<file path="src/rtl/ilv_pkg.sv">
package ilv_pkg;
  // Storage cycle of one element, counted in processor cycles
  parameter int unsigned STORAGE_CYCLES = 14;
  // Fixed read return latency after the start pulse
  parameter int unsigned RETURN_LATENCY = 4;

  function automatic bit bank_count_ok(int unsigned n);
    return (n == 8) || (n == 16);
  endfunction
endpackage

</file>
<file path="src/rtl/ilv_addr_split.sv">
module ilv_addr_split #(
  parameter int unsigned ADDR_W = 10,
  parameter int unsigned BANK_W = 3
) (
  input  logic [ADDR_W-1:0]        addr,
  output logic [BANK_W-1:0]        bank,
  output logic [ADDR_W-BANK_W-1:0] row
);
  // Low doubleword bits pick the element so neighbours interleave
  assign bank = addr[BANK_W-1:0];
  assign row  = addr[ADDR_W-1:BANK_W];
endmodule

</file>
<file path="src/rtl/ilv_bank_timers.sv">
module ilv_bank_timers #(
  parameter int unsigned NUM_BANKS = 8,
  parameter int unsigned BUSY_CYC  = 14,
  localparam int unsigned BANK_W   = $clog2(NUM_BANKS),
  localparam int unsigned CW       = (BUSY_CYC > 2) ? $clog2(BUSY_CYC) : 1
) (
  input  logic                 clk,
  input  logic                 rst_n,
  input  logic                 start,
  input  logic [BANK_W-1:0]    start_bank,
  output logic [NUM_BANKS-1:0] idle
);
  for (genvar b = 0; b < NUM_BANKS; b++) begin : g_bank
    logic [CW-1:0] cnt;
    always_ff @(posedge clk or negedge rst_n) begin
      if (!rst_n) begin
        cnt <= '0;
      end else if (start && (start_bank == BANK_W'(b))) begin
        cnt <= CW'(BUSY_CYC - 1);
      end else if (cnt != '0) begin
        cnt <= cnt - CW'(1);
      end
    end
    assign idle[b] = (cnt == '0);
  end
endmodule

</file>
<file path="src/rtl/ilv_return_pipe.sv">
module ilv_return_pipe #(
  parameter int unsigned DATA_W = 64,
  parameter int unsigned RD_LAT = 4
) (
  input  logic              clk,
  input  logic              rst_n,
  input  logic              in_valid,
  input  logic [DATA_W-1:0] in_data,
  output logic              out_valid,
  output logic [DATA_W-1:0] out_data
);
  logic [RD_LAT-1:0] vld;
  logic [DATA_W-1:0] dat [RD_LAT];

  always_ff @(posedge clk or negedge rst_n) begin
    if (!rst_n) begin
      vld <= '0;
    end else begin
      vld[0] <= in_valid;
      for (int k = 1; k < RD_LAT; k++) vld[k] <= vld[k-1];
    end
  end

  always_ff @(posedge clk) begin
    if (in_valid) dat[0] <= in_data;
    for (int k = 1; k < RD_LAT; k++) begin
      if (vld[k-1]) dat[k] <= dat[k-1];
    end
  end

  assign out_valid = vld[RD_LAT-1];
  assign out_data  = dat[RD_LAT-1];
endmodule

</file>
<file path="src/rtl/ilv_bank_sched.sv">
module ilv_bank_sched #(
  parameter int unsigned NUM_BANKS = 8,
  parameter int unsigned ADDR_W    = 10,
  parameter int unsigned DATA_W    = 64,
  parameter int unsigned BUSY_CYC  = ilv_pkg::STORAGE_CYCLES,
  parameter int unsigned RD_LAT    = ilv_pkg::RETURN_LATENCY,
  localparam int unsigned BANK_W   = $clog2(NUM_BANKS),
  localparam int unsigned ROW_W    = ADDR_W - BANK_W
) (
  input  logic              clk,
  input  logic              rst_n,
  input  logic              req_valid,
  output logic              req_ready,
  input  logic [ADDR_W-1:0] req_addr,
  input  logic              req_we,
  input  logic [DATA_W-1:0] req_wdata,
  output logic              mem_start,
  output logic [BANK_W-1:0] mem_bank,
  output logic [ROW_W-1:0]  mem_row,
  output logic              mem_we,
  output logic [DATA_W-1:0] mem_wdata,
  input  logic [DATA_W-1:0] mem_rdata,
  output logic              rsp_valid,
  output logic [DATA_W-1:0] rsp_data
);
  if (!ilv_pkg::bank_count_ok(NUM_BANKS)) begin : g_bad_count
    $error("NUM_BANKS must be 8 or 16");
  end

  logic [BANK_W-1:0]    req_bank;
  logic [ROW_W-1:0]     req_row;
  logic [NUM_BANKS-1:0] bank_idle;
  logic                 accept;

  ilv_addr_split #(.ADDR_W(ADDR_W), .BANK_W(BANK_W)) u_split (
    .addr (req_addr),
    .bank (req_bank),
    .row  (req_row)
  );

  ilv_bank_timers #(.NUM_BANKS(NUM_BANKS), .BUSY_CYC(BUSY_CYC)) u_timers (
    .clk        (clk),
    .rst_n      (rst_n),
    .start      (accept),
    .start_bank (req_bank),
    .idle       (bank_idle)
  );

  assign req_ready = bank_idle[req_bank];
  assign accept    = req_valid && req_ready;

  // Registered start toward the storage elements
  always_ff @(posedge clk or negedge rst_n) begin
    if (!rst_n) begin
      mem_start <= 1'b0;
      mem_bank  <= '0;
      mem_row   <= '0;
      mem_we    <= 1'b0;
      mem_wdata <= '0;
    end else begin
      mem_start <= accept;
      if (accept) begin
        mem_bank  <= req_bank;
        mem_row   <= req_row;
        mem_we    <= req_we;
        mem_wdata <= req_wdata;
      end
    end
  end

  ilv_return_pipe #(.DATA_W(DATA_W), .RD_LAT(RD_LAT)) u_ret (
    .clk       (clk),
    .rst_n     (rst_n),
    .in_valid  (mem_start && !mem_we),
    .in_data   (mem_rdata),
    .out_valid (rsp_valid),
    .out_data  (rsp_data)
  );
endmodule

</file>
<file path="config.mk">
export PLATFORM = sky130hd
export DESIGN_NAME = ilv_bank_sched
export DESIGN_NICKNAME = d
export VERILOG_FILES = /design/src/rtl/ilv_pkg.sv /design/src/rtl/ilv_addr_split.sv /design/src/rtl/ilv_bank_timers.sv /design/src/rtl/ilv_return_pipe.sv /design/src/rtl/ilv_bank_sched.sv
export SDC_FILE = /design/constraint.sdc
export NUM_CORES = 1
export LEC_CHECK = 0
export ABC_AREA = 1
export BUFFER_PORTS_ARGS = -buffer_cell sky130_fd_sc_hd__buf_2
export CAP_MARGIN = 10
export CORE_UTILIZATION = 53
export CTS_CLUSTER_SIZE = 25
export DETAILED_ROUTE_END_ITERATION = 8
export PLACE_DENSITY = 0.8
export SLEW_MARGIN = 20
export SYNTH_ARGS = -nofsm -noshare
export SYNTH_HDL_FRONTEND = slang
export SYNTH_SLANG_ARGS = --single-unit
</file>
<file path="constraint.sdc">
create_clock -name clk -period 4.4 [get_ports clk]
set_input_delay 0.44 -clock clk [delete_from_list [all_inputs] [get_ports clk]]
set_output_delay 0.44 -clock clk [all_outputs]
set_load 0.05 [all_outputs]
</file>
==> results.cfg, run 1 <==
[synthesis]
synth_cell_type_count = 25
mean_cell_area_of_the_mapped_netlist_sq_um = 15.4
syn-cell-area_sq_um = 12600
synthesis.instances = 818
ys_seq_elements = 368
yosys-top-cells-area = sky130_fd_sc_hd__edfxtp_1 (61%), sky130_fd_sc_hd__dfrtp_1 (22%), sky130_fd_sc_hd__nand2_1 (5.8%)
yosys_warnings = 0
netlist.top_cell.by_area = sky130_fd_sc_hd__edfxtp_1
sequential_area_share_after_synthesis_pct = 83.4
netlist.area_leader.share_pct = 61.1
synth.net_count = 968

[min_path]
min_delay_worst_type = primary input to async pin

[timing]
tns_ns = 0
timing_worst_slew_pin_value_ns = 0.820
drv_slew = 0
holdWs_ns = -0.0278
finalSetupViolCount = 0
layout_setup_ws_ns = 1.09
timing.fmax_mhz = 302
final-hold-violation-count = 17
finalCritPeriodShare_pct = 75.3
setup_repair_after_global_routing_missed_its_margin = no
min_period_ns = 3.31
skew_ns = 0.0166
worst_slew_margin_rel_pct = 45.3

[clock_tree]
cts_hold_repair.buffers = 0
clock_sink_count = 368
clk_pin_slew_worst_paths_ns = 0.05
cts_inserted_buffers = 36
cts_buffer_depth = 3
tritoncts = done
worstSkewPairLatency_ns = 0.51
cts_repair_resize_count = 0
cts.root.buffer_cell = sky130_fd_sc_hd__clkbuf_16
post_cts.repair.setup_buffers = 0
htree_num_levels = 2

[setup_path]
worst_setup_path_start_kind = flip-flop
cp_max_fo = 51
worstSetupPathType = flip-flop to output port
r2r-end = mem_wdata[11]$_DFFE_PN0P_
ff2ff_setup_slack_ns = 1.61
rr_startpoint = u_timers.g_bank[4].cnt[0]$_DFFE_PN0P_
cp-end-kind = output port
r2r_cells = 12
crit_required_ns = 3.96
worstPathArrival_ns = 2.87

[outcome]
failing_checks = hold timing
outcome = finished with violations

[global_route]
grt_max_degree = 84
wire_length_of_the_first_global_routing_pass_mm = 35.4
met1_usage_pct = 23.6
grt_most_used_layer = met2
antenna_found_initial = 3
grt_pass1_vias = 7037
grt.total_usage_pct = 19.0
met3_usage_grt_pct = 5.00
grt.overflow.total = 0
global_routing_usage_on_met2_pct = 32.2

[placed_design]
detailedPlace.worstSlack_ns = 1.61
gp_congestion = 0.788
port-buffer-count = 283
dp_hpwl_mm = 15.2

[drt]
detailroute.via_count = 7154
via_per_inst = 4.86
drt_iter0_markers = 392
drt-total-wl_mm = 22.7
antenna_left = 0
avgRoutedWirePerCell_microns = 15.4
post-route-drc-count = 0
first_pass_iters = 5

[pwr]
ir_drop_v = 0.000427
powerDensity_nw_per_um2 = 673
power.leakage_uw = 0.00681

[floorplanning]
floorplan.io_pins = 284
core_footprint_sq_um = 23400
fp.dieArea_sq_um = 24400
floorplan.die.height_microns = 156
die_w_microns = 156
floorplan.initialDensity_pct = 53.8
std_cell_rows = 56

[flow_run]
maxCapViolations = 0

[final_layout]
drive_above_1_share_pct = 31.0
layout.nets = 1273
final_util_pct = 66.0
mostFrequentLayoutCells = sky130_fd_sc_hd__buf_2 (282), sky130_fd_sc_hd__edfxtp_1 (256), sky130_fd_sc_hd__nand2_1 (194)
fillerInstances = 1721
multi_input_comb_area_sq_um = 1750
layout.cells.most_common = sky130_fd_sc_hd__buf_2
layout-area-overhead-vs-synth_pct = 22.8
register_area_sq_um = 10500
==> flip-flops by register name (all words and copies together), names as in the netlist <==
name	flops
mem_bank	3
mem_we	1
mem_start	1
mem_wdata	64
mem_row	7
u_timers.g_bank.cnt	32
u_ret.vld	4
u_ret.dat	256
==> cell type report <==
| cell class | count | share of cell area (%) |
|---|---|---|
| multi-input cells | 368 | 11.3 |
| diodes | 2 | 0.0324 |
| flip-flops and latches | 368 | 67.9 |
| clock buffers | 52 | 6.49 |
| inverters | 57 | 1.38 |
| repair buffers | 292 | 9.64 |
| well taps | 319 | 2.58 |
| clock inverters | 13 | 0.656 |
==> kinds of logic (layout without fill, tap and decap cells) <==
family / count (synthesis) / count (layout) / synth area share (%)
flops: 368 / 368 / 83.4
simple gates: 328 / 328 / 11.2
buf+inv: 82 / 414 / 2.82
compound gates: 15 / 15 / 0.597
xor+xnor: 12 / 12 / 0.835
fa+ha+maj: 8 / 8 / 0.795
mux: 5 / 5 / 0.398
other cells: 0 / 2 / 0
==> synthesized netlist by cell type, drive strengths merged <==
cell type,n
edfxtp,256
nand2,197
dfrtp,112
nand3,106
inv,56
buf,16
nor2,12
o21ai,11
xor2,10
clkbuf,9
ha,8
mux2i,5
nor3,5
a21oi,4
nand4,4
or2,4
xnor2,2
clkinv,1
==> through the flow <==
step | instance area (sq um) | total power (uW) | cells | hold slack [ns]
CTS | 15400 | 10500 | 1469 | 0.0792
detailed placement | 14300 | 7630 | 1404 | 0.405
global placement | 14300 | 7500 | 1404 | 0.400
floorplan | 12600 | 6900 | 818 | 0.144
finish | 15500 | 10400 | 1471 | -0.0278
global route | 15500 | 10900 | 1471 | 0.0329
==> layer usage <==
layer | vias up | part of all wire, %
met4 | 2 | 2.2
met3 | 44 | 7.7
met2 | 286 | 50
met1 | 3384 | 40
li1 | 3438 | -
met5 | - | 0.057
==> worst max-delay path, stage by stage, from the launching register on <==
cell                      delay (ns)
sky130_fd_sc_hd__dfrtp_1        0.39
sky130_fd_sc_hd__inv_1          0.10
sky130_fd_sc_hd__ha_1           0.23
sky130_fd_sc_hd__nand3_1        0.16
sky130_fd_sc_hd__nand2_1        0.09
sky130_fd_sc_hd__nand2_1        0.05
sky130_fd_sc_hd__inv_1          0.05
sky130_fd_sc_hd__nand3_1        0.12
sky130_fd_sc_hd__nand2_4        0.46
sky130_fd_sc_hd__buf_4          0.38
sky130_fd_sc_hd__buf_2          0.32
==> worst max-delay path by stage <==
stage,startpoint,endpoint,slack [ns],depth (start not counted)
6_report,u_timers.g_bank[4].cnt[0]$_DFFE_PN0P_,req_ready,1.09,10
4_1_cts,u_timers.g_bank[0].cnt[0]$_DFFE_PN0P_,req_ready,1.07,10
3_5_place_dp,u_timers.g_bank[0].cnt[0]$_DFFE_PN0P_,mem_wdata[11]$_DFFE_PN0P_,1.61,12
5_1_grt,u_timers.g_bank[0].cnt[0]$_DFFE_PN0P_,req_ready,0.83,10
2_1_floorplan,mem_start$_DFF_PN0_,u_ret.dat[0][0]$_DFFE_PP_,0.51,2
3_3_place_gp,u_timers.g_bank[6].cnt[0]$_DFFE_PN0P_,req_ready,1.69,10
==> report_power, final <==
group	total [uW]	switching (uW)	internal, uW	leakage, uW
clock network	2840	1190	1650	0.000543
logic	2750	2080	675	0.00254
registers	4800	335	4460	0.00372
(Power assumes the default switching activity.)
==> run 2: changes to the inputs <==
- clock period: 4.4 -> 3.34 ns (I/O delays scaled with it)
==> run 2 against run 1 <==
Against the previous run: the run now ends clean; flip-flop and latch count unchanged; first-iteration DRC count up 13%; via count up 4.3%; largest power group unchanged; sequential share of layout area down 2.7 points; power up 36%; setup slack worse by 0.60 ns; highest routed layer unchanged; design area up 4.2%; global-route usage up 2.0 points.
==> results.cfg, run 2 (synthesis results as in run 1) <==
[pwr]
ir_drop_v = 0.000608
power.leakage_uw = 0.00709
powerDensity_nw_per_um2 = 881

[timing]
finalSetupViolCount = 0
drv_slew = 0
timing.fmax_mhz = 351
skew_ns = 0.0278
finalCritPeriodShare_pct = 85.3
timing_worst_slew_pin_value_ns = 0.813
tns_ns = 0
final-hold-violation-count = 0
holdWs_ns = 0.0187
worst_slew_margin_rel_pct = 45.8
setup_repair_after_global_routing_missed_its_margin = no
min_period_ns = 2.85

[flow_run]
maxCapViolations = 0

[drt]
via_per_inst = 4.89
detailroute.via_count = 7463
first_pass_iters = 4
drt_iter0_markers = 441
post-route-drc-count = 0
drt-total-wl_mm = 25.5
antenna_left = 0
avgRoutedWirePerCell_microns = 16.7

[placed_design]
count_of_placed_standard_cells_including_taps = 1407
port-buffer-count = 283
gp_congestion = 0.786
dp_hpwl_mm = 15.6
dpl_cell_area_sq_um = 14400

[clock_tree]
cts_buffer_depth = 3
cts.root.buffer_cell = sky130_fd_sc_hd__clkbuf_16
htree_num_levels = 2
clk_pin_slew_worst_paths_ns = 0.06
tritoncts = done
clock_sink_count = 368
cts_hold_repair.buffers = 45
post_cts.repair.setup_buffers = 0
cts_repair_resize_count = 0
cts_inserted_buffers = 36
worstSkewPairLatency_ns = 0.52

[global_route]
global_routing_usage_on_met2_pct = 36.6
antenna_found_initial = 5
met3_usage_grt_pct = 5.42
grt_max_degree = 66
met1_usage_pct = 25.7
wire_length_of_the_first_global_routing_pass_mm = 38.4
grt.total_usage_pct = 21.0
grt_pass1_vias = 7221
grt_most_used_layer = met2
grt.overflow.total = 0

[floorplanning]
die_w_microns = 156
floorplan.initialDensity_pct = 53.8
std_cell_rows = 56
fp.dieArea_sq_um = 24400
core_footprint_sq_um = 23400
floorplan.die.height_microns = 156
floorplan.io_pins = 284

[setup_path]
r2r_cells = 10
worst_setup_path_start_kind = flip-flop
ff2ff_setup_slack_ns = 0.93
rr_startpoint = u_timers.g_bank[5].cnt[0]$_DFFE_PN0P_
worstPathArrival_ns = 2.52
cp-end-kind = output port
worstSetupPathType = flip-flop to output port
cp_max_fo = 52
r2r-end = mem_wdata[9]$_DFFE_PN0P_
crit_required_ns = 3.01

[final_layout]
mostFrequentLayoutCells = sky130_fd_sc_hd__buf_2 (282), sky130_fd_sc_hd__edfxtp_1 (256), sky130_fd_sc_hd__nand2_1 (194)
final_cell_count_no_fill = 1526
final_util_pct = 68.8
layout.nets = 1326
registers.top_by_ff_count = u_ret.dat
largestRegisters = u_ret.dat (256), mem_wdata (64), u_timers.g_bank.cnt (32)
largest_reg_flops = 256
layout.cells.most_common = sky130_fd_sc_hd__buf_2
drive_above_1_share_pct = 30.5
layout.cell_area.non_filler_sq_um = 16100
layout-area-overhead-vs-synth_pct = 28.0
fillerInstances = 1646

[outcome]
outcome = finished, final reports clean

[min_path]
min_path_cells = 1
min_from = mem_rdata[42]
min_delay_worst_type = primary input to flip-flop
worst_hold_path.endpoint = u_ret.dat[0][42]$_DFFE_PP_
run 2: stage by stage:
| stage | power, uW | setup WS, ns |
|---|---|---|
| global route | 14800 | 0.290 |
| finish | 14200 | 0.491 |
| detailed placement | 10000 | 0.943 |
| CTS | 14200 | 0.461 |
| floorplan | 9090 | 0.515 |
| global placement | 9880 | 1.05 |
run 2: worst max path at each step:
| stage | endpoint | slack (ns) | start | depth (start not counted) |
|---|---|---|---|---|
| after global placement | mem_wdata[60]$_DFFE_PN0P_ | 1.05 | u_timers.g_bank[0].cnt[0]$_DFFE_PN0P_ | 11 |
| after detailed placement | mem_wdata[60]$_DFFE_PN0P_ | 0.94 | u_timers.g_bank[0].cnt[0]$_DFFE_PN0P_ | 11 |
| after floorplan | u_ret.dat[0][0]$_DFFE_PP_ | 0.51 | mem_start$_DFF_PN0_ | 2 |
| final | req_ready | 0.49 | u_timers.g_bank[5].cnt[0]$_DFFE_PN0P_ | 7 |
| after global routing | req_ready | 0.29 | u_timers.g_bank[0].cnt[0]$_DFFE_PN0P_ | 9 |
| after CTS | req_ready | 0.46 | u_timers.g_bank[0].cnt[0]$_DFFE_PN0P_ | 9 |
run 2: power breakdown:
| part | total [uW] | internal, uW | leakage (uW) | switching [uW] |
|---|---|---|---|---|
| Combinational | 3670 | 930 | 0.00277 | 2740 |
| Clock | 4160 | 2490 | 0.000598 | 1680 |
| Sequential | 6350 | 5880 | 0.00372 | 469 |
run 2: final cells by class:
| cell class | count | area, sq um | share of cell area, % |
|---|---|---|---|
| Clock inverter | 17 | 204 | 1.27 |
| Clock buffer | 48 | 1030 | 6.38 |
| Sequential cell | 368 | 10500 | 65.2 |
| Antenna cell | 4 | 10.0 | 0.0622 |
| Tap cell | 319 | 399 | 2.48 |
| Multi-Input combinational cell | 368 | 1750 | 10.8 |
| Inverter | 57 | 214 | 1.33 |
| Timing Repair Buffer | 345 | 2010 | 12.5 |
run 2: layer usage:
metal	vias up	wire length [microns]
li1	3551	-
met2	295	12900
met1	3576	10200
met3	39	1870
met5	-	13
met4	2	565
run 2: worst max-delay path: stages, from the launching register on:
cell and delay (ns):
sky130_fd_sc_hd__dfrtp_1 0.38, sky130_fd_sc_hd__inv_1 0.10, sky130_fd_sc_hd__ha_1 0.22, sky130_fd_sc_hd__nand3_1 0.17
sky130_fd_sc_hd__a21oi_1 0.16, sky130_fd_sc_hd__nand3_1 0.15, sky130_fd_sc_hd__nand2_4 0.45, sky130_fd_sc_hd__buf_2 0.37
